## config.mk

```make
export PLATFORM = sky130hd
export DESIGN_NAME = sdram_bank_guard
export DESIGN_NICKNAME = d
export VERILOG_FILES = /design/src/rtl/sdram_guard_pkg.sv /design/src/rtl/guard_bank_timer.sv /design/src/rtl/guard_global_spacer.sv /design/src/rtl/guard_issue_ctl.sv /design/src/rtl/sdram_bank_guard.sv
export SDC_FILE = /design/constraint.sdc
export NUM_CORES = 1
export LEC_CHECK = 0
export ABC_AREA = 0
export BUFFER_PORTS_ARGS = -buffer_cell sky130_fd_sc_hd__buf_4
export CORE_MARGIN = 3
export CORE_UTILIZATION = 45
export DETAILED_ROUTE_END_ITERATION = 8
export PLACE_DENSITY = 0.57
export SLEW_MARGIN = 5
export SYNTH_ARGS = -nofsm -noshare
export SYNTH_HDL_FRONTEND = slang
export SYNTH_SLANG_ARGS = --single-unit
```

## constraint.sdc

```tcl
create_clock -name clk -period 3.65 [get_ports clk]
set_input_delay 0.1825 -clock clk [delete_from_list [all_inputs] [get_ports clk]]
set_output_delay 0.1825 -clock clk [all_outputs]
set_load 0.01 [all_outputs]
```

## src/rtl/sdram_guard_pkg.sv

```systemverilog
`timescale 1ns/1ps
package sdram_guard_pkg;

  typedef enum logic [2:0] {
    CMD_ACT  = 3'd0,
    CMD_RD   = 3'd1,
    CMD_WR   = 3'd2,
    CMD_PRE  = 3'd3,
    CMD_PREA = 3'd4,
    CMD_REF  = 3'd5,
    CMD_MRS  = 3'd6,
    CMD_RSV  = 3'd7
  } guard_cmd_e;

  // round a picosecond minimum up to whole clocks, never below one
  function automatic int unsigned ps_to_clk(input int unsigned t_ps, input int unsigned clk_ps);
    int unsigned n;
    n = (t_ps + clk_ps - 1) / clk_ps;
    return (n == 0) ? 1 : n;
  endfunction

  function automatic int unsigned umax(input int unsigned a, input int unsigned b);
    return (a > b) ? a : b;
  endfunction

endpackage

```

## src/rtl/guard_bank_timer.sv

```systemverilog
`timescale 1ns/1ps
module guard_bank_timer #(
  parameter int unsigned CW         = 4,
  parameter int unsigned L_RCD      = 2,
  parameter int unsigned L_RAS      = 5,
  parameter int unsigned L_RC       = 8,
  parameter int unsigned L_RP       = 2,
  parameter int unsigned L_WR_PRE   = 4,
  parameter int unsigned L_WR_ACT   = 7,
  parameter int unsigned L_RDAP_ACT = 6
) (
  input  logic clk,
  input  logic rst_n,
  input  logic do_act,
  input  logic do_rd,
  input  logic do_wr,
  input  logic do_ap,
  input  logic do_pre,
  input  logic do_ref,
  output logic is_open,
  output logic col_ready,
  output logic pre_ready,
  output logic act_ready
);

  localparam logic [CW-1:0] K_RCD      = CW'(L_RCD);
  localparam logic [CW-1:0] K_RAS      = CW'(L_RAS);
  localparam logic [CW-1:0] K_RC       = CW'(L_RC);
  localparam logic [CW-1:0] K_RP       = CW'(L_RP);
  localparam logic [CW-1:0] K_WR_PRE   = CW'(L_WR_PRE);
  localparam logic [CW-1:0] K_WR_ACT   = CW'(L_WR_ACT);
  localparam logic [CW-1:0] K_RDAP_ACT = CW'(L_RDAP_ACT);

  logic          open_q, open_d;
  logic [CW-1:0] col_q, col_d, pre_q, pre_d, act_q, act_d;
  logic          upd_en;

  function automatic logic [CW-1:0] step(input logic [CW-1:0] v);
    return (v == '0) ? v : v - 1'b1;
  endfunction

  function automatic logic [CW-1:0] mx(input logic [CW-1:0] a, input logic [CW-1:0] b);
    return (a > b) ? a : b;
  endfunction

  // next-state: countdowns run down, granted commands extend windows
  always_comb begin
    open_d = open_q;
    col_d  = step(col_q);
    pre_d  = step(pre_q);
    act_d  = step(act_q);
    if (do_act) begin
      open_d = 1'b1;
      col_d  = K_RCD;
      pre_d  = mx(pre_d, K_RAS);
      act_d  = mx(act_d, K_RC);
    end
    if (do_wr) begin
      pre_d = mx(pre_d, K_WR_PRE);
      act_d = mx(act_d, K_WR_ACT);
    end
    if (do_rd && do_ap) begin
      act_d = mx(act_d, K_RDAP_ACT);
    end
    if ((do_rd || do_wr) && do_ap) begin
      open_d = 1'b0;
    end
    if (do_pre) begin
      open_d = 1'b0;
      act_d  = mx(act_d, K_RP);
    end
    if (do_ref) begin
      act_d = mx(act_d, K_RC);
    end
  end

  assign upd_en = do_act | do_rd | do_wr | do_pre | do_ref |
                  (|col_q) | (|pre_q) | (|act_q);

  always_ff @(posedge clk or negedge rst_n) begin
    if (!rst_n) begin
      open_q <= 1'b0;
      col_q  <= '0;
      pre_q  <= '0;
      act_q  <= '0;
    end else if (upd_en) begin
      open_q <= open_d;
      col_q  <= col_d;
      pre_q  <= pre_d;
      act_q  <= act_d;
    end
  end

  assign is_open   = open_q;
  assign col_ready = (col_q == '0);
  assign pre_ready = (pre_q == '0);
  assign act_ready = (act_q == '0);

endmodule

```

## src/rtl/guard_global_spacer.sv

```systemverilog
`timescale 1ns/1ps
module guard_global_spacer #(
  parameter int unsigned CW    = 4,
  parameter int unsigned L_RRD = 1,
  parameter int unsigned L_MRS = 1,
  parameter int unsigned L_AP  = 3
) (
  input  logic clk,
  input  logic rst_n,
  input  logic do_act,
  input  logic do_mrs,
  input  logic do_ap_col,
  output logic rrd_ready,
  output logic mrs_ready,
  output logic col_free
);

  localparam logic [CW-1:0] K_RRD = CW'(L_RRD);
  localparam logic [CW-1:0] K_MRS = CW'(L_MRS);
  localparam logic [CW-1:0] K_AP  = CW'(L_AP);

  logic [CW-1:0] rrd_q, rrd_d, mrs_q, mrs_d, ap_q, ap_d;
  logic          upd_en;

  function automatic logic [CW-1:0] step(input logic [CW-1:0] v);
    return (v == '0) ? v : v - 1'b1;
  endfunction

  always_comb begin
    rrd_d = do_act    ? K_RRD : step(rrd_q);
    mrs_d = do_mrs    ? K_MRS : step(mrs_q);
    ap_d  = do_ap_col ? K_AP  : step(ap_q);
  end

  assign upd_en = do_act | do_mrs | do_ap_col | (|rrd_q) | (|mrs_q) | (|ap_q);

  always_ff @(posedge clk or negedge rst_n) begin
    if (!rst_n) begin
      rrd_q <= '0;
      mrs_q <= '0;
      ap_q  <= '0;
    end else if (upd_en) begin
      rrd_q <= rrd_d;
      mrs_q <= mrs_d;
      ap_q  <= ap_d;
    end
  end

  assign rrd_ready = (rrd_q == '0);
  assign mrs_ready = (mrs_q == '0);
  assign col_free  = (ap_q == '0);

endmodule

```

## src/rtl/guard_issue_ctl.sv

```systemverilog
`timescale 1ns/1ps
module guard_issue_ctl
  import sdram_guard_pkg::*;
#(
  parameter int unsigned NUM_BANKS = 4,
  parameter int unsigned BANK_W    = 2
) (
  input  logic                 req_valid,
  input  logic [2:0]           req_cmd,
  input  logic [BANK_W-1:0]    req_bank,
  input  logic [NUM_BANKS-1:0] open_vec,
  input  logic [NUM_BANKS-1:0] col_rdy,
  input  logic [NUM_BANKS-1:0] pre_rdy,
  input  logic [NUM_BANKS-1:0] act_rdy,
  input  logic                 rrd_rdy,
  input  logic                 mrs_rdy,
  input  logic                 col_free,
  output logic                 grant,
  output logic                 hold,
  output logic                 proto_err
);

  guard_cmd_e cmd;
  logic       sel_open, sel_col, sel_pre, sel_act;
  logic       all_idle, prea_ok;
  logic       illegal, ready;

  assign cmd      = guard_cmd_e'(req_cmd);
  assign sel_open = open_vec[req_bank];
  assign sel_col  = col_rdy[req_bank];
  assign sel_pre  = pre_rdy[req_bank];
  assign sel_act  = act_rdy[req_bank];
  assign all_idle = (~|open_vec) & (&act_rdy);
  assign prea_ok  = &(~open_vec | pre_rdy);

  always_comb begin
    illegal = 1'b0;
    ready   = 1'b0;
    unique case (cmd)
      CMD_ACT: begin
        illegal = sel_open;
        ready   = sel_act & rrd_rdy;
      end
      CMD_RD, CMD_WR: begin
        illegal = ~sel_open;
        ready   = sel_col & col_free;
      end
      CMD_PRE:           ready = ~sel_open | sel_pre;
      CMD_PREA:          ready = prea_ok;
      CMD_REF, CMD_MRS:  ready = all_idle;
      default:           illegal = 1'b1;
    endcase
  end

  assign grant     = req_valid & ~illegal & ready & mrs_rdy;
  assign hold      = req_valid & ~illegal & ~(ready & mrs_rdy);
  assign proto_err = req_valid & illegal;

endmodule

```

## src/rtl/sdram_bank_guard.sv

```systemverilog
`timescale 1ns/1ps
module sdram_bank_guard
  import sdram_guard_pkg::*;
#(
  parameter int unsigned NUM_BANKS = 4,
  parameter int unsigned CLK_PS    = 7500,
  parameter int unsigned T_RRD_PS  = 15000,
  parameter int unsigned T_RCD_PS  = 18000,
  parameter int unsigned T_RP_PS   = 18000,
  parameter int unsigned T_RAS_PS  = 45000,
  parameter int unsigned T_RC_PS   = 63000,
  parameter int unsigned WR_CLK    = 2,
  parameter int unsigned MRS_CLK   = 2,
  parameter int unsigned BURST_LEN = 4,
  localparam int unsigned BANK_W   = $clog2(NUM_BANKS)
) (
  input  logic                 clk,
  input  logic                 rst_n,
  input  logic                 req_valid,
  input  logic [2:0]           req_cmd,
  input  logic [BANK_W-1:0]    req_bank,
  input  logic                 req_autopre,
  output logic                 grant,
  output logic                 hold,
  output logic                 proto_err,
  output logic [NUM_BANKS-1:0] bank_open
);

  localparam int unsigned RRD_CLK = ps_to_clk(T_RRD_PS, CLK_PS);
  localparam int unsigned RCD_CLK = ps_to_clk(T_RCD_PS, CLK_PS);
  localparam int unsigned RP_CLK  = ps_to_clk(T_RP_PS,  CLK_PS);
  localparam int unsigned RAS_CLK = ps_to_clk(T_RAS_PS, CLK_PS);
  localparam int unsigned RC_CLK  = ps_to_clk(T_RC_PS,  CLK_PS);

  // loads are delay-1: a counter loaded with L frees the command L+1 cycles later
  localparam int unsigned L_RRD      = RRD_CLK - 1;
  localparam int unsigned L_RCD      = RCD_CLK - 1;
  localparam int unsigned L_RP       = RP_CLK - 1;
  localparam int unsigned L_RAS      = RAS_CLK - 1;
  localparam int unsigned L_RC       = RC_CLK - 1;
  localparam int unsigned L_MRS      = MRS_CLK - 1;
  localparam int unsigned L_AP       = BURST_LEN - 1;
  localparam int unsigned L_WR_PRE   = BURST_LEN + WR_CLK - 2;
  localparam int unsigned L_WR_ACT   = BURST_LEN + WR_CLK + RP_CLK - 2;
  localparam int unsigned L_RDAP_ACT = BURST_LEN + RP_CLK - 1;
  localparam int unsigned MAX_LOAD   = umax(umax(umax(L_RC, L_WR_ACT), umax(L_RDAP_ACT, L_RAS)),
                                            umax(umax(L_RRD, L_MRS), L_AP));
  localparam int unsigned CW         = $clog2(MAX_LOAD + 2);

  logic [NUM_BANKS-1:0] col_rdy, pre_rdy, act_rdy;
  logic                 rrd_rdy, mrs_rdy, col_free;
  logic                 g_act, g_rd, g_wr, g_pre, g_prea, g_ref, g_mrs;

  assign g_act  = grant && (req_cmd == CMD_ACT);
  assign g_rd   = grant && (req_cmd == CMD_RD);
  assign g_wr   = grant && (req_cmd == CMD_WR);
  assign g_pre  = grant && (req_cmd == CMD_PRE);
  assign g_prea = grant && (req_cmd == CMD_PREA);
  assign g_ref  = grant && (req_cmd == CMD_REF);
  assign g_mrs  = grant && (req_cmd == CMD_MRS);

  for (genvar b = 0; b < NUM_BANKS; b++) begin : g_bank
    logic hit;
    assign hit = (req_bank == BANK_W'(b));

    guard_bank_timer #(
      .CW(CW), .L_RCD(L_RCD), .L_RAS(L_RAS), .L_RC(L_RC), .L_RP(L_RP),
      .L_WR_PRE(L_WR_PRE), .L_WR_ACT(L_WR_ACT), .L_RDAP_ACT(L_RDAP_ACT)
    ) u_timer (
      .clk       (clk),
      .rst_n     (rst_n),
      .do_act    (g_act & hit),
      .do_rd     (g_rd & hit),
      .do_wr     (g_wr & hit),
      .do_ap     (req_autopre),
      .do_pre    (((g_pre & hit) | g_prea) & bank_open[b]),
      .do_ref    (g_ref),
      .is_open   (bank_open[b]),
      .col_ready (col_rdy[b]),
      .pre_ready (pre_rdy[b]),
      .act_ready (act_rdy[b])
    );
  end

  guard_global_spacer #(
    .CW(CW), .L_RRD(L_RRD), .L_MRS(L_MRS), .L_AP(L_AP)
  ) u_spacer (
    .clk       (clk),
    .rst_n     (rst_n),
    .do_act    (g_act),
    .do_mrs    (g_mrs),
    .do_ap_col ((g_rd | g_wr) & req_autopre),
    .rrd_ready (rrd_rdy),
    .mrs_ready (mrs_rdy),
    .col_free  (col_free)
  );

  guard_issue_ctl #(
    .NUM_BANKS(NUM_BANKS), .BANK_W(BANK_W)
  ) u_ctl (
    .req_valid (req_valid),
    .req_cmd   (req_cmd),
    .req_bank  (req_bank),
    .open_vec  (bank_open),
    .col_rdy   (col_rdy),
    .pre_rdy   (pre_rdy),
    .act_rdy   (act_rdy),
    .rrd_rdy   (rrd_rdy),
    .mrs_rdy   (mrs_rdy),
    .col_free  (col_free),
    .grant     (grant),
    .hold      (hold),
    .proto_err (proto_err)
  );

endmodule

```

=== Word-level counts from Yosys, hierarchy flattened ===
Cells that the tools add are included.

* $add $sub $neg: 15
* $lt $le $gt $ge: 29
* Equal/unequal tests: 16
* Mux-type cells: 100
* Bitwise gates (word level): 74
* Reduce and logical (&&, ||, !) cells: 73

{| class="wikitable"
|+ Operators by type and width
! kind !! number
|-
| $mux W4 || 78
|-
| $reduce_or A4 Y1 || 17
|-
| $gt A4 B3 Y1 const B || 16
|-
| $logic_not A4 Y1 || 15
|-
| $sub A4 B1 Y4 const B || 15
|-
| $or A1 B1 Y1 || 39
|-
| $gt A4 B4 Y1 const B || 8
|-
| $and A1 B1 Y1 || 30
|-
| $reduce_and A2 Y1 || 11
|-
| $gt A4 B2 Y1 const B || 4
|-
| $mux W1 || 16
|-
| $logic_and A1 B1 Y1 || 15
|-
| $reduce_bool A3 Y1 || 4
|-
| $eq A3 B3 Y1 const B || 3
|-
| $bmux W1 S2 || 4
|-
| $ne A2 B1 Y1 const B || 4
|-
| $reduce_and A4 Y1 || 2
|-
| $eq A3 B2 Y1 const B || 2
|-
| $ne A2 B2 Y1 const B || 3
|-
| $pmux W1 S5 || 1
|-
| $eq A2 B2 Y1 const B || 2
|-
| $logic_or A1 B1 Y1 || 4
|-
| $not A4 Y4 || 1
|-
| $or A4 B4 Y4 || 1
|-
| 9 further kinds || 12
|}

* Bits in registers: 64
* Bits of input ports: 9
* Word-level logic and storage cells: 326

=== Longest topological paths before layout ===
Gate-level depths: netlist of run 1.

* Word-level depth: 23
* Gate-level depth with buffers: 11

=== By module ===
A second synthesis of run 1 with hierarchy kept.

* Cell total of the unflattened synthesis: 607
* Area, all modules: 5190.0 um2

{| class="wikitable"
|+ Modules (own cells, without submodules)
! module !! instances !! cells each !! area each (um2) !! sequential area each (um2)
|-
| guard_bank_timer || 4 || 117 || 991.0 || 325.3
|-
| guard_global_spacer || 1 || 65 || 686.9 || 300.3
|-
| guard_issue_ctl || 1 || 34 || 296.5 || 0.0
|-
| sdram_bank_guard || 1 || 40 || 242.7 || 0.0
|}

=== Worst setup path before layout of run 1 ===
Ideal clock, no wire load.

* Path type: register to register
* Start point: register g_bank[3].u_timer.col_q[0]
* End point: register g_bank[1].u_timer.act_q[0]
* Arrival: 2.470 ns
* Data required time: 3.522 ns
* Path slack: 1.052 ns
* Cell stages (with the launch flop): 12
* Cell sequence: dfrtp_1 > inv_1 > ha_1 > nor3b_1 > o22ai_1 > nor4b_2 > nor4_4 > a211oi_2 > buf_2 > nand2_4 > o31ai_1 > a21oi_1

* Longest elaborated chain between the ends: 22
* Elaborated cells on any way between the ends: 40

{| class="wikitable"
|+ Ends and longest elaborated chain
! what !! RTL line !! source
|-
| start: declaration || guard_bank_timer.sv:35 || <nowiki>logic [CW-1:0] col_q, col_d, pre_q, pre_d, act_q, act_d;</nowiki>
|-
| start signal: assignment || guard_bank_timer.sv:88 || <nowiki>col_q <= col_d;</nowiki>
|-
| $logic_not A4 Y1 * || guard_bank_timer.sv:95 || <nowiki>assign col_ready = (col_q == '0);</nowiki>
|-
| $bmux W1 S2 * || guard_issue_ctl.sv:30 || <nowiki>assign sel_col = col_rdy[req_bank];</nowiki>
|-
| $mux W1 (implied by the code) * || guard_issue_ctl.sv:30 ||
|-
| $and A1 B1 Y1 * || guard_issue_ctl.sv:46 || <nowiki>ready = sel_col & col_free;</nowiki>
|-
| $pmux W1 S5 * || guard_issue_ctl.sv:39 || <nowiki>unique case (cmd)</nowiki>
|-
| $and A1 B1 Y1 * (2 in series) || guard_issue_ctl.sv:55 || <nowiki>assign grant = req_valid & ~illegal & ready & mrs_rdy;</nowiki>
|-
| via grant || sdram_bank_guard.sv:23 || <nowiki>output logic grant,</nowiki>
|-
| $logic_and A1 B1 Y1 || sdram_bank_guard.sv:54 || <nowiki>assign g_act = grant && (req_cmd == CMD_ACT);</nowiki>
|-
| (+6 left out) || n/a ||
|-
| $mux W4 || guard_bank_timer.sv:43 || <nowiki>return (a > b) ? a : b;</nowiki>
|-
| $mux W4 || guard_bank_timer.sv:62 || <nowiki>if (do_rd && do_ap) begin</nowiki>
|-
| $gt A4 B2 Y1 || guard_bank_timer.sv:43 ||
|-
| $mux W4 || guard_bank_timer.sv:43 ||
|-
| $mux W4 || guard_bank_timer.sv:68 || <nowiki>if (do_pre) begin</nowiki>
|-
| $gt A4 B4 Y1 || guard_bank_timer.sv:43 ||
|-
| $mux W4 || guard_bank_timer.sv:43 ||
|-
| $mux W4 || guard_bank_timer.sv:72 || <nowiki>if (do_ref) begin</nowiki>
|-
| end signal: assignment || guard_bank_timer.sv:90 || <nowiki>act_q <= act_d;</nowiki>
|-
| end: declaration || guard_bank_timer.sv:35 ||
|}

The timed path passes the listed nets; every way through them passes the cells marked *. The select of a mux whose other input is x is not followed.
A chain may end at the register's enable or synchronous reset.

=== Final worst setup path of run 1 ===
* Start point: register g_bank[3].u_timer.col_q[0]
* End point: register g_bank[2].u_timer.act_q[0]

* Longest elaborated chain between the ends: 22
* Elaborated cells on any way between the ends: 40

{| class="wikitable"
|+ Ends and longest elaborated chain
! what !! RTL line !! source
|-
| $logic_not A4 Y1 * || guard_bank_timer.sv:95 ||
|-
| $bmux W1 S2 * || guard_issue_ctl.sv:30 ||
|-
| $mux W1 (implied by the code) * || guard_issue_ctl.sv:30 ||
|-
| $and A1 B1 Y1 * || guard_issue_ctl.sv:46 ||
|-
| $pmux W1 S5 * || guard_issue_ctl.sv:39 ||
|-
| $and A1 B1 Y1 * (2 in series) || guard_issue_ctl.sv:55 ||
|-
| $logic_and A1 B1 Y1 || sdram_bank_guard.sv:54 ||
|-
| $and A1 B1 Y1 || sdram_bank_guard.sv:72 || <nowiki>.do_act (g_act & hit),</nowiki>
|-
| (+5 left out) || n/a ||
|-
| $mux W4 || guard_bank_timer.sv:43 ||
|-
| $mux W4 || guard_bank_timer.sv:62 ||
|-
| $gt A4 B2 Y1 || guard_bank_timer.sv:43 ||
|-
| $mux W4 || guard_bank_timer.sv:43 ||
|-
| $mux W4 || guard_bank_timer.sv:68 ||
|-
| $gt A4 B4 Y1 || guard_bank_timer.sv:43 ||
|-
| $mux W4 || guard_bank_timer.sv:43 ||
|-
| $mux W4 || guard_bank_timer.sv:72 ||
|-
| end signal: assignment || guard_bank_timer.sv:90 ||
|-
| end: declaration || guard_bank_timer.sv:35 ||
|}

Mark *: on every way between the ends. The rest lies on a longest branch, timed or not. The select of a mux whose other input is x is not followed.

==> results.txt, run 1 <==
CTS max path bufs - 2
Hold EP - u_spacer.mrs_q[0]
Worst-skew pair later-pin latency - 0.35 ns
Crit path capture type - flip-flop
CTS H-Tree Depth - 3
Largest net degree at the start of global routing - 65
Synth warnings - 0
Mapped Area - 0.004444 mm2
Hold path startpoint - req_cmd[2]
WL/cell - 16.22 um
Die Ht - 105.4 um
R2r startpoint - g_bank[3].u_timer.col_q[0]
RSZ-0062 raised after global routing - false
P&R area growth vs syn - 10.19%
Slew @ Worst Pin - 0.8337 ns
Outcome - completed
Top FF cell, synth - dfrtp_1
Clk root buf - clkbuf_8
Distinct cells, synth - 64
Flop-to-flop setup slack - 0.61 ns
Reg area - 0.001602 mm2
Pleak - 0.002119 uW
Pwr Total - 3919 uW
Worst EP arrival - 3.31 ns
Fin Setup TNS - 0 ns
Cells after Synth - 513
Critical path class - flip-flop to flip-flop
CP startpoint kind - flip-flop
Worst hold path class - primary input to flip-flop
GRT Residual Overflow - 0
Number of flops mapped to enable cells by yosys - 0
Chip Width - 105.4 um
R2R depth - 10
Seq/Total Area, Yosys - 36.04%
PwrDens - 800.3 mW/mm2
Clock slew at reported path FFs - 0.08 ns
Design area - 0.004897 mm2
Critical Path RT - 3.92 ns
# rows - 35
ANT cells - 0
Antenna Nets Post-Route - 0
Relative slew slack - 44.42%
Routed vias - 3689
Post-synth top area cell - dfrtp_1
Final Skew - 0.01099 ns
TritonCTS clock tree - done
Die area - 0.01110 mm2
Max Slew Vio Count - 0
Final nets - 568
I/O pins - 16
Minimum clock period - 3.036 ns
Layout cells sized above 1 - 14.29%
Hold Crit Depth - 3
Post-synth top cells - 64 x dfrtp_1, 55 x a21oi_1, 50 x nor2_1
Core Region - 0.009415 mm2
Post-synth top area share - 36.04%
DRT iter0 DRCs - 213
Vias per cell - 5.522
Top post-synthesis cells by area - dfrtp_1 36%, ha_1 7.0%, a21oi_1 6.2%
Period utilization - 83.18%
Cell Area, Placed - 0.004713 mm2
CP Launch Point - g_bank[3].u_timer.col_q[0]
Max_cap viols - 0
All-layer global routing usage - 20.58%
Syn_nets - 547
Reg2reg end - g_bank[2].u_timer.act_q[0]
CTS buffer count - 9
Multi-input logic area - 0.002575 mm2
# fillers - 873
Post-DP HPWL - 8.063 mm
#FFs+latches synth - 64
Initial antenna violation count - 0
Peak VDD IR - 0.3748 mV
Detailed Routing Iterations Pass 1 - 6
First-pass GRT wire length - 18.11 mm
Input/output buffers - 15
Count leader, synth - dfrtp_1
Hold slack - 0.2297 ns
Vias in the first global route - 3654
Clk sinks - 64
Largest fanout on the critical path - 9
Starting density of the core - 47.20%
Mean Syn Cell Area - 8.663 um2
Post-route DRC - 0
DRT Wirelength - 10.84 mm
Max Fclk - 0.3294 GHz
Final-report hold violation count - 0
Cts repair resizes - 0
Final setup vio count - 0
Placer Congestion - 0.8872
FFs w/ async S/R, synth - 100.0%
worst max-delay path: stages, from the launching register on:
cell	delay, ns
dfrtp_1	0.37
inv_1	0.11
ha_1	0.20
nor3b_1	0.48
o22ai_1	0.18
nor4b_2	0.39
nor4_4	0.11
a21oi_4	0.25
nand3_1	0.37
o21a_1	0.31
a211oi_2	0.18
layout make-up:
class                   instances  area share (%)
multi-input cells             386           52.58
flip-flops and latches         64           32.70
repair buffers                 29           4.497
inverters                      44           3.372
well taps                     129           3.296
clock buffers                  11           2.887
clock inverters                 5          0.6643
worst max-delay path by stage:
stage / endpoint / slack [ns] / cells after the start
final: g_bank[2].u_timer.act_q[0] / 0.61 / 10
after global routing: g_bank[1].u_timer.pre_q[0] / 0.36 / 10
after CTS: g_bank[2].u_timer.act_q[0] / 0.56 / 10
after detailed placement: g_bank[2].u_timer.act_q[0] / 0.56 / 10
after global placement: g_bank[2].u_timer.act_q[0] / 0.70 / 10
after floorplan: g_bank[1].u_timer.act_q[0] / 1.05 / 11
through the flow:
| step | worst slack [ns] | std cells | util, % |
|---|---|---|---|
| after CTS | 0.5637 | 668 | 52.01 |
| final | 0.6138 | 668 | 52.01 |
| after floorplan | 1.052 | 513 | - |
| after global routing | 0.3599 | 668 | 52.01 |
| after global placement | 0.7041 | 651 | 50.06 |
| after detailed placement | 0.5569 | 651 | 50.06 |
registers in the layout, summed over array words and instances, names as in the netlist:
register	count
g_bank.u_timer.act_q	16
g_bank.u_timer.col_q	16
g_bank.u_timer.pre_q	16
g_bank.u_timer.is_open	4
u_spacer.ap_q	4
u_spacer.mrs_q	4
u_spacer.rrd_q	4
layer usage:
| layer | GRT usage [%] | share of wire, % |
|---|---|---|
| met5 | 0 | 0 |
| met4 | 6.092 | 1.4 |
| met3 | 3.552 | 3.8 |
| met2 | 32.88 | 47 |
| met1 | 28.54 | 48 |
where the power goes:
group | switching, uW | leakage, uW | internal [uW] | total (uW)
clock | 297 | 0.0000813 | 263 | 560
sequential | 270 | 0.000768 | 1070 | 1340
combinational | 1090 | 0.00127 | 932 | 2020
total | 1660 | 0.00212 | 2260 | 3920
cell usage in the layout (no fill, tap or decap), types with 5 or more instances in the layout:
cell type	count
clkbuf_8	10
nor3_1	23
nor2_1	50
o21ai_0	29
xnor2_1	17
inv_1	44
a21oi_1	55
mux2_2	7
or3_1	11
and3_1	5
buf_4	28
nand3_1	9
nand2b_1	9
nor3b_2	7
mux2i_1	6
nor2b_1	6
nor3b_1	11
dfrtp_1	64
nand2_1	40
ha_1	25
cells by family after synthesis:
group | count (synthesis) | synth area share (%)
AOI/OAI and AO/OA | 132 | 18.72
and+or+nand+nor | 196 | 24.80
buffers and inverters | 63 | 6.025
adders and majority gates | 25 | 7.038
muxes | 14 | 3.632
DFF | 64 | 36.04
xor gates and xnor gates | 19 | 3.744
repair_timing:
action                                 in CTS  in global routing
buffers inserted                            0                  0
hold buffers                                1                  0
endpoints found under the hold margin      64                  0
(Power assumes the default switching activity.)
==> run 2, diff against run 1 <==
==> constraint.sdc (replaced) <==
create_clock -name clk -period 2.98 [get_ports clk]
set_input_delay 0.149 -clock clk [delete_from_list [all_inputs] [get_ports clk]]
set_output_delay 0.149 -clock clk [all_outputs]
set_load 0.01 [all_outputs]
==> run 2 against run 1 <==
Setup slack got worse by 0.42 ns. Critical path type unchanged. Power increased by 28%. Fmax increased by 8.9%.
==> results.txt, run 2 (synthesized netlist as in run 1, its figures left out) <==
Peak VDD IR - 0.3978 mV (+6.1%)
DRT iter0 DRCs - 379 (+78%)
Logic pwr share - 50.7% (-0.9 points)
Max Fclk - 0.3585 GHz (+8.9%)
Top Registers - g_bank.u_timer.act_q x16, g_bank.u_timer.col_q x16, g_bank.u_timer.pre_q x16
Post-route DRC - 0 (unchanged)
PwrDens - 999.4 mW/mm2 (+25%)
# fillers - 921 (+5.5%)
Die area - 0.01110 mm2 (unchanged)
CP peak stage delay - 0.51 ns (+0.03 ns)
Chip Width - 105.4 um (unchanged)
Antenna Nets Post-Route - 0 (unchanged)
Final nets - 579 (+1.9%)
Worst hold path class - primary input to flip-flop
Pwr Total - 5032 uW (+28%)
RSZ-0062 raised after global routing - false
Post-CTS Repair Setup Buffers - 0 (unchanged)
Final setup vio count - 0 (unchanged)
Post-layout util - 53.48% (+1.5 points)
WL/cell - 16.48 um (+1.6%)
Post-DP HPWL - 8.330 mm (+3.3%)
All-layer global routing usage - 20.99% (+0.41 points)
Most frequent CP cell - buf_4
Detailed Routing Iterations Pass 1 - 5 (-1)
Reg area - 0.001602 mm2 (unchanged)
Period utilization - 93.60% (+10 points)
Critical Path RT - 3.21 ns (-0.71 ns)
Worst EP arrival - 3.02 ns (-0.29 ns)
CTS H-Tree Depth - 3 (unchanged)
Max Slew Vio Count - 0 (unchanged)
Largest fanout on the critical path - 6 (-3)
Worst-path cell chain - inv_1 > ha_1 > nor3b_1 > buf_4 > o22ai_1 > nor4b_2 > nor4_4 > a211oi_2 > buf_4 > and3_1 > nor3_1
Input/output buffers - 15 (unchanged)
Relative slew slack - 44.49% (+0.064 points)
Sw frac - 41.00% (-1.3 points)
Starting density of the core - 47.20% (unchanged)
Placer Congestion - 0.9100 (+2.6%)
Worst-skew pair later-pin latency - 0.34 ns (about the same)
Flop pwr share - 32.8% (-1.3 points)
Hold Crit Depth - 3 (unchanged)
Slew @ Worst Pin - 0.8327 ns (-0.0009548 ns)
ANT cells - 0 (unchanged)
Initial antenna violation count - 0 (unchanged)
Minimum clock period - 2.789 ns (-0.2470 ns)
CTS buffer count - 9 (unchanged)
Final Skew - 0.01193 ns (+0.0009367 ns)
Fin Setup TNS - 0 ns (unchanged)
TritonCTS clock tree - done
Pleak - 0.002203 uW (+3.9%)
Commonest non-fill, non-tap cells in the layout - 64 x dfrtp_1, 55 x a21oi_1, 50 x nor2_1
Clock group share of total power - 16.5% (+2.2 points)
Net Sw Power - 2063 uW (+24%)
Layout cells sized above 1 - 16.18% (+1.9 points)
Most frequent standard cell in the layout excluding fill and tap cells - dfrtp_1
Vias per cell - 5.629 (+1.9%)
Outcome - completed
Core Region - 0.009415 mm2 (unchanged)
CTS max path bufs - 2 (unchanged)
Clk sinks - 64 (unchanged)
CP max-delay cell - a211oi_2
DRT Wirelength - 11.19 mm (+3.3%)
CP startpoint kind - flip-flop
Critical path class - flip-flop to flip-flop
I/O pins - 16 (unchanged)
# rows - 35 (unchanged)
GRT Residual Overflow - 0 (unchanged)
Final-report hold violation count - 0 (unchanged)
Multi-input logic area - 0.002591 mm2 (+0.63%)
P&R area growth vs syn - 13.29%
Clk root buf - clkbuf_8
Die Ht - 105.4 um (unchanged)
Routed vias - 3822 (+3.6%)
Max_cap viols - 0 (unchanged)
Vias in the first global route - 3669 (+0.41%)
R2R depth - 11 (+1)
Clock slew at reported path FFs - 0.08 ns (about the same)
P_int - 2969 uW (+31%)
First-pass GRT wire length - 18.61 mm (+2.8%)
Crit path capture type - flip-flop
Largest net degree at the start of global routing - 65 (unchanged)
[run 2: area by class of cell]
class,instances,area share (%)
Timing Repair Buffer,40,6.014
Clock inverter,5,1.615
Multi-Input combinational cell,386,51.47
Inverter,44,3.280
Clock buffer,11,2.609
Tap cell,129,3.206
Sequential cell,64,31.81
[run 2: final timing paths]
| check | startpoint | to | slack (ns) |
|---|---|---|---|
| min in group asynchronous | rst_n | g_bank[0].u_timer.col_q[2] | 0.46 |
| max in group asynchronous | rst_n | g_bank[1].u_timer.act_q[2] | 1.97 |
| hold reg to reg | u_spacer.mrs_q[3] | u_spacer.mrs_q[3] | 0.51 |
| hold / removal | req_cmd[2] | u_spacer.mrs_q[0] | 0.21 |
| setup / recovery | g_bank[3].u_timer.col_q[0] | g_bank[1].u_timer.pre_q[1] | 0.19 |
| setup reg to reg | g_bank[3].u_timer.col_q[0] | g_bank[1].u_timer.pre_q[1] | 0.19 |
[run 2: critical path, delay by kind of cell, from the launching register on]
family | cells | cell delay [ns]
buffers and inverters | 3 | 0.55
flip-flops | 1 | 0.37
adder cells (fa/ha/maj) | 1 | 0.21
AO/OA/AOI/OAI | 2 | 0.62
AND/OR/NAND/NOR | 5 | 0.92
[run 2: layer usage]
layer  up-vias  wire (um)  global-route usage (%)  part of all wire (%)
li1       1858          -                       -                     -
met2       109       5006                   32.15                    45
met4         0        286                   6.560                   2.6
met3        25        566                   4.470                   5.1
met5         -          0                       0                     0
met1      1830       5331                   29.59                    48
[run 2: power by group through the flow]
stage / registers, uW / clock network (uW) / logic, uW
3_3_place_gp: 1650 / 0 / 2470
3_5_place_dp: 1660 / 0 / 2550
6_report: 1650 / 831 / 2550
4_1_cts: 1650 / 853 / 2560
5_1_grt: 1720 / 898 / 2940
2_1_floorplan: 1570 / 0 / 2020
[run 2: repair_timing]
item                                    4_1_cts  5_1_grt
hold endpoints to repair                     64        0
resized for setup                             0        3
hold buffers                                  1        0
endpoints found under the setup margin        0       15
[run 2: stage by stage]
step           area (um2)  cells  hold WS, ns  setup WS (ns)
6_report             5035    679       0.2081         0.1908
5_1_grt              5035    679       0.2326        0.01445
3_3_place_gp         4796    662       0.3116         0.1975
2_1_floorplan        4444    513      -0.1466         0.3824
4_1_cts              5019    679       0.1893        0.04216
3_5_place_dp         4796    662       0.3161        0.04274
==> run 3, diff against run 2 <==
--- a/config.mk
+++ b/config.mk
@@ -5,7 +5,7 @@
 export SDC_FILE = /design/constraint.sdc
 export NUM_CORES = 1
 export LEC_CHECK = 0
-export ABC_AREA = 0
+export ABC_AREA = 1
 export BUFFER_PORTS_ARGS = -buffer_cell sky130_fd_sc_hd__buf_4
 export CORE_MARGIN = 3
 export CORE_UTILIZATION = 45
==> run 3 against run 2 <==
Combinational power up 6%. Sequential power about the same. Final cell count up 24%. Largest cell class unchanged. Highest routed layer unchanged.
==> results.txt, run 3 <==
Worst EP arrival - 3.03 ns (about the same)
Syn_nets - 698 (+28%)
Mean Syn Cell Area - 6.859 um2 (-21%)
Period utilization - 93.44% (-0.16 points)
Critical Path RT - 3.22 ns (about the same)
Cells after Synth - 664 (+29%)
DRT Wirelength - 11.60 mm (+3.6%)
All-layer global routing usage - 21.31% (+0.33 points)
Die Ht - 106.6 um (+1.2%)
I/O pins - 16 (unchanged)
Clk sinks - 64 (unchanged)
Multi-input logic area - 0.002514 mm2 (-3.0%)
Worst hold path class - primary input to flip-flop
Reg area - 0.001602 mm2 (unchanged)
Pleak - 0.002745 uW (+25%)
PwrDens - 982.7 mW/mm2 (-1.7%)
Synth warnings - 0 (unchanged)
Placer Congestion - 0.9101 (about the same)
Post-DP HPWL - 8.864 mm (+6.4%)
Final WS setup - 0.1956 ns (+0.004767 ns)
Post-synth top area cell - dfrtp_1
GRT Residual Overflow - 0 (unchanged)
CTS H-Tree Depth - 3 (unchanged)
Slew @ Worst Pin - 0.8382 ns (+0.005474 ns)
Flop-to-flop setup slack - 0.20 ns (about the same)
Critical path class - flip-flop to flip-flop
Seq/Total Area, Yosys - 35.16% (-0.87 points)
# rows - 36 (+2.9%)
TritonCTS clock tree - done
Largest net degree at the start of global routing - 65 (unchanged)
Starting density of the core - 46.38% (-0.82 points)
Post-Synth Adder-Cell Area - 6.868% (-0.17 points)
Distinct cells, synth - 41 (-36%)
CP max-delay cell - dfrtp_1
Post-Synth XOR/XNOR Area - 3.462% (-0.28 points)
Clk root buf - clkbuf_8
First-pass GRT wire length - 19.31 mm (+3.7%)
Max Slew Vio Count - 0 (unchanged)
Initial antenna violation count - 0 (unchanged)
P&R area growth vs syn - 14.15%
Routed vias - 4351 (+14%)
Hold path startpoint - req_autopre
CP bufs+invs - 1 (-2)
ANT cells - 0 (unchanged)
Commonest non-fill, non-tap cells in the layout - 137 x nand2_1, 115 x inv_1, 98 x nor2_1
Final Skew - 0.009612 ns (-0.002317 ns)
CTS buffer count - 9 (unchanged)
# fillers - 981 (+6.5%)
Count leader, synth - nand2_1
R2r startpoint - g_bank[2].u_timer.act_q[0]
Main combinational cell family by area after synthesis - simple AND/OR/NAND/NOR gates
Worst-path cell chain - inv_1 > ha_1 > nand3_2 > nand2_1 > nand2_1 > nor2_1 > nand2_1 > nand2_1 > nor2_1 > nand2_2 > nand3_4 > nor2_1 > nand2_1 > nand2_1 > nand2_1 > nor2_1 > nand3_1 > nand3_1 > nand2_1
Relative slew slack - 44.12% (-0.36 points)
Simple logic cell fraction of the synthesized area - 32.20% (+7.4 points)
Final-report hold violation count - 0 (unchanged)
FFs w/ async S/R, synth - 100.0% (unchanged)
Post-synth top cells - 138 x nand2_1, 116 x inv_1, 103 x nor2_1
Multiplexer share of the synthesized area - 0% (-3.6 points)
Antenna Nets Post-Route - 0 (unchanged)
Hold Crit Depth - 2 (-1)
Layout cells sized above 1 - 10.59% (-5.6 points)
Most frequent CP cell - nand2_1
Non-filler cells, final - 841 (+24%)
Number of flops mapped to enable cells by yosys - 0 (unchanged)
Placement Setup Slack - 0.08002 ns (+0.03729 ns)
Top FF cell, synth - dfrtp_1
Worst-skew pair later-pin latency - 0.35 ns (about the same)
Most frequent standard cell in the layout excluding fill and tap cells - nand2_1
Max_cap viols - 0 (unchanged)
Clock slew at reported path FFs - 0.07 ns (about the same)
Peak VDD IR - 0.4941 mV (+24%)
Vias per cell - 5.174 (-8.1%)
R2R depth - 19 (+8)
Minimum clock period - 2.784 ns (-0.004767 ns)
Hold EP - g_bank[3].u_timer.is_open
Detailed Routing Iterations Pass 1 - 6 (+1)
WL/cell - 13.79 um (-16%)
Final nets - 738 (+27%)
Input/output buffers - 15 (unchanged)
Post-synth top area share - 35.16% (-0.87 points)
Reg2reg end - g_bank[0].u_timer.act_q[0]
Crit path capture type - flip-flop
Max Fclk - 0.3591 GHz (+0.17%)
#FFs+latches synth - 64 (unchanged)
Top post-synthesis cells by area - dfrtp_1 35%, nand2_1 11%, inv_1 9.6%
Final setup vio count - 0 (unchanged)
DRT iter0 DRCs - 238 (-37%)
Compound-Gate Fraction of Synth Area - 11.48% (-7.2 points)
Mapped Area - 0.004554 mm2 (+2.5%)
Core Region - 0.009819 mm2 (+4.3%)
Cells after DPL - 823 (+24%)
CP startpoint kind - flip-flop
Largest fanout on the critical path - 8 (+2)
Outcome - completed
CTS max path bufs - 2 (unchanged)
Post-route DRC - 0 (unchanged)
CP peak stage delay - 0.43 ns (-0.08 ns)
RSZ-0062 raised after global routing - true
Top delay family on crit path - simple AND/OR/NAND/NOR gates
Vias in the first global route - 4074 (+11%)
Die area - 0.01136 mm2 (+2.3%)
Chip Width - 106.6 um (+1.2%)
Top Registers - g_bank.u_timer.act_q x16, g_bank.u_timer.col_q x16, g_bank.u_timer.pre_q x16
-- run 3: cell types whose count changed after synthesis, sizes merged, moves of 11 or more --
cell	previous run	this run
nor2	50	108
nand2	41	139
xor2	2	16
xnor2	17	2
or3	11	0
nand3	9	56
nor3b	18	0
inv	44	121
a21oi	56	38
-- run 3: timing repair --
item                                    in CTS  in global routing
endpoints found under the setup margin       0                 12
endpoints found under the hold margin       64                  0
setup buffers                                0                  2
hold buffers                                 1                  0
resized for setup                            0                 15
-- run 3: worst reg2reg max path: stages (launching register included) --
cell     delay, ns
dfrtp_1       0.43
inv_1         0.14
ha_1          0.21
nand3_2       0.14
nand2_1       0.09
nand2_1       0.04
nor2_1        0.12
nand2_1       0.07
nand2_1       0.05
nor2_1        0.05
nand2_2       0.13
nand3_4       0.18
nor2_1        0.23
nand2_1       0.19
nand2_1       0.12
nand2_1       0.08
nor2_1        0.17
nand3_1       0.10
nand3_1       0.09
nand2_1       0.05
-- run 3: metrics by stage --
stage / total power (uW) / cell area, um2 / util (%) / setup TNS [ns] / hold WS (ns)
6_report: 5109 / 5199 / 52.94 / 0 / 0.03549
5_1_grt: 5667 / 5199 / 52.94 / -0.03651 / 0.04021
4_1_cts: 5091 / 5115 / 52.09 / 0 / 0.02764
3_5_place_dp: 4319 / 4918 / 50.09 / 0 / 0.3183
3_3_place_gp: 4254 / 4918 / 50.09 / 0 / 0.3089
2_1_floorplan: 3686 / 4554 / - / 0 / -0.1466
-- run 3: worst max path at each step --
stage | start | to | slack [ns] | cells past startpoint
6_report | g_bank[2].u_timer.act_q[0] | g_bank[0].u_timer.act_q[0] | 0.20 | 19
5_1_grt | g_bank[2].u_timer.act_q[0] | g_bank[3].u_timer.pre_q[1] | -0.02 | 20
4_1_cts | g_bank[0].u_timer.pre_q[0] | g_bank[1].u_timer.act_q[1] | 0.07 | 17
3_5_place_dp | g_bank[0].u_timer.pre_q[0] | g_bank[2].u_timer.act_q[1] | 0.08 | 18
3_3_place_gp | g_bank[2].u_timer.act_q[0] | g_bank[1].u_timer.act_q[0] | 0.07 | 17
2_1_floorplan | g_bank[2].u_timer.act_q[0] | g_bank[3].u_timer.act_q[0] | 0.65 | 19
-- run 3: final cells by class --
type	count	share of cell area, %
Multi-Input combinational cell	473	48.35
Sequential cell	64	30.81
Inverter	122	8.857
Clock inverter	4	0.8664
Timing Repair Buffer	34	5.199
Tap cell	133	3.201
Clock buffer	11	2.720
-- run 3: routing by layer --
layer  share of wire (%)  GRT usage, %
met2                  46         35.16
met1                  48         28.97
met3                 3.8         3.612
met5                   0             0
met4                 1.7         5.936
-- run 3: power by group --
| part | switching (uW) | total [uW] | internal (uW) |
|---|---|---|---|
| sequential | 332 | 1650 | 1320 |
| clock | 345 | 746 | 401 |
| combinational | 1640 | 2710 | 1070 |
| total | 2320 | 5110 | 2790 |
-- run 3: logic make-up after synthesis --
logic type,after synthesis
AND/OR/NAND/NOR,339
XOR/XNOR,18
adder cells (fa/ha/maj),25
flip-flops,64
AO/OA/AOI/OAI,91
buffers and inverters,127
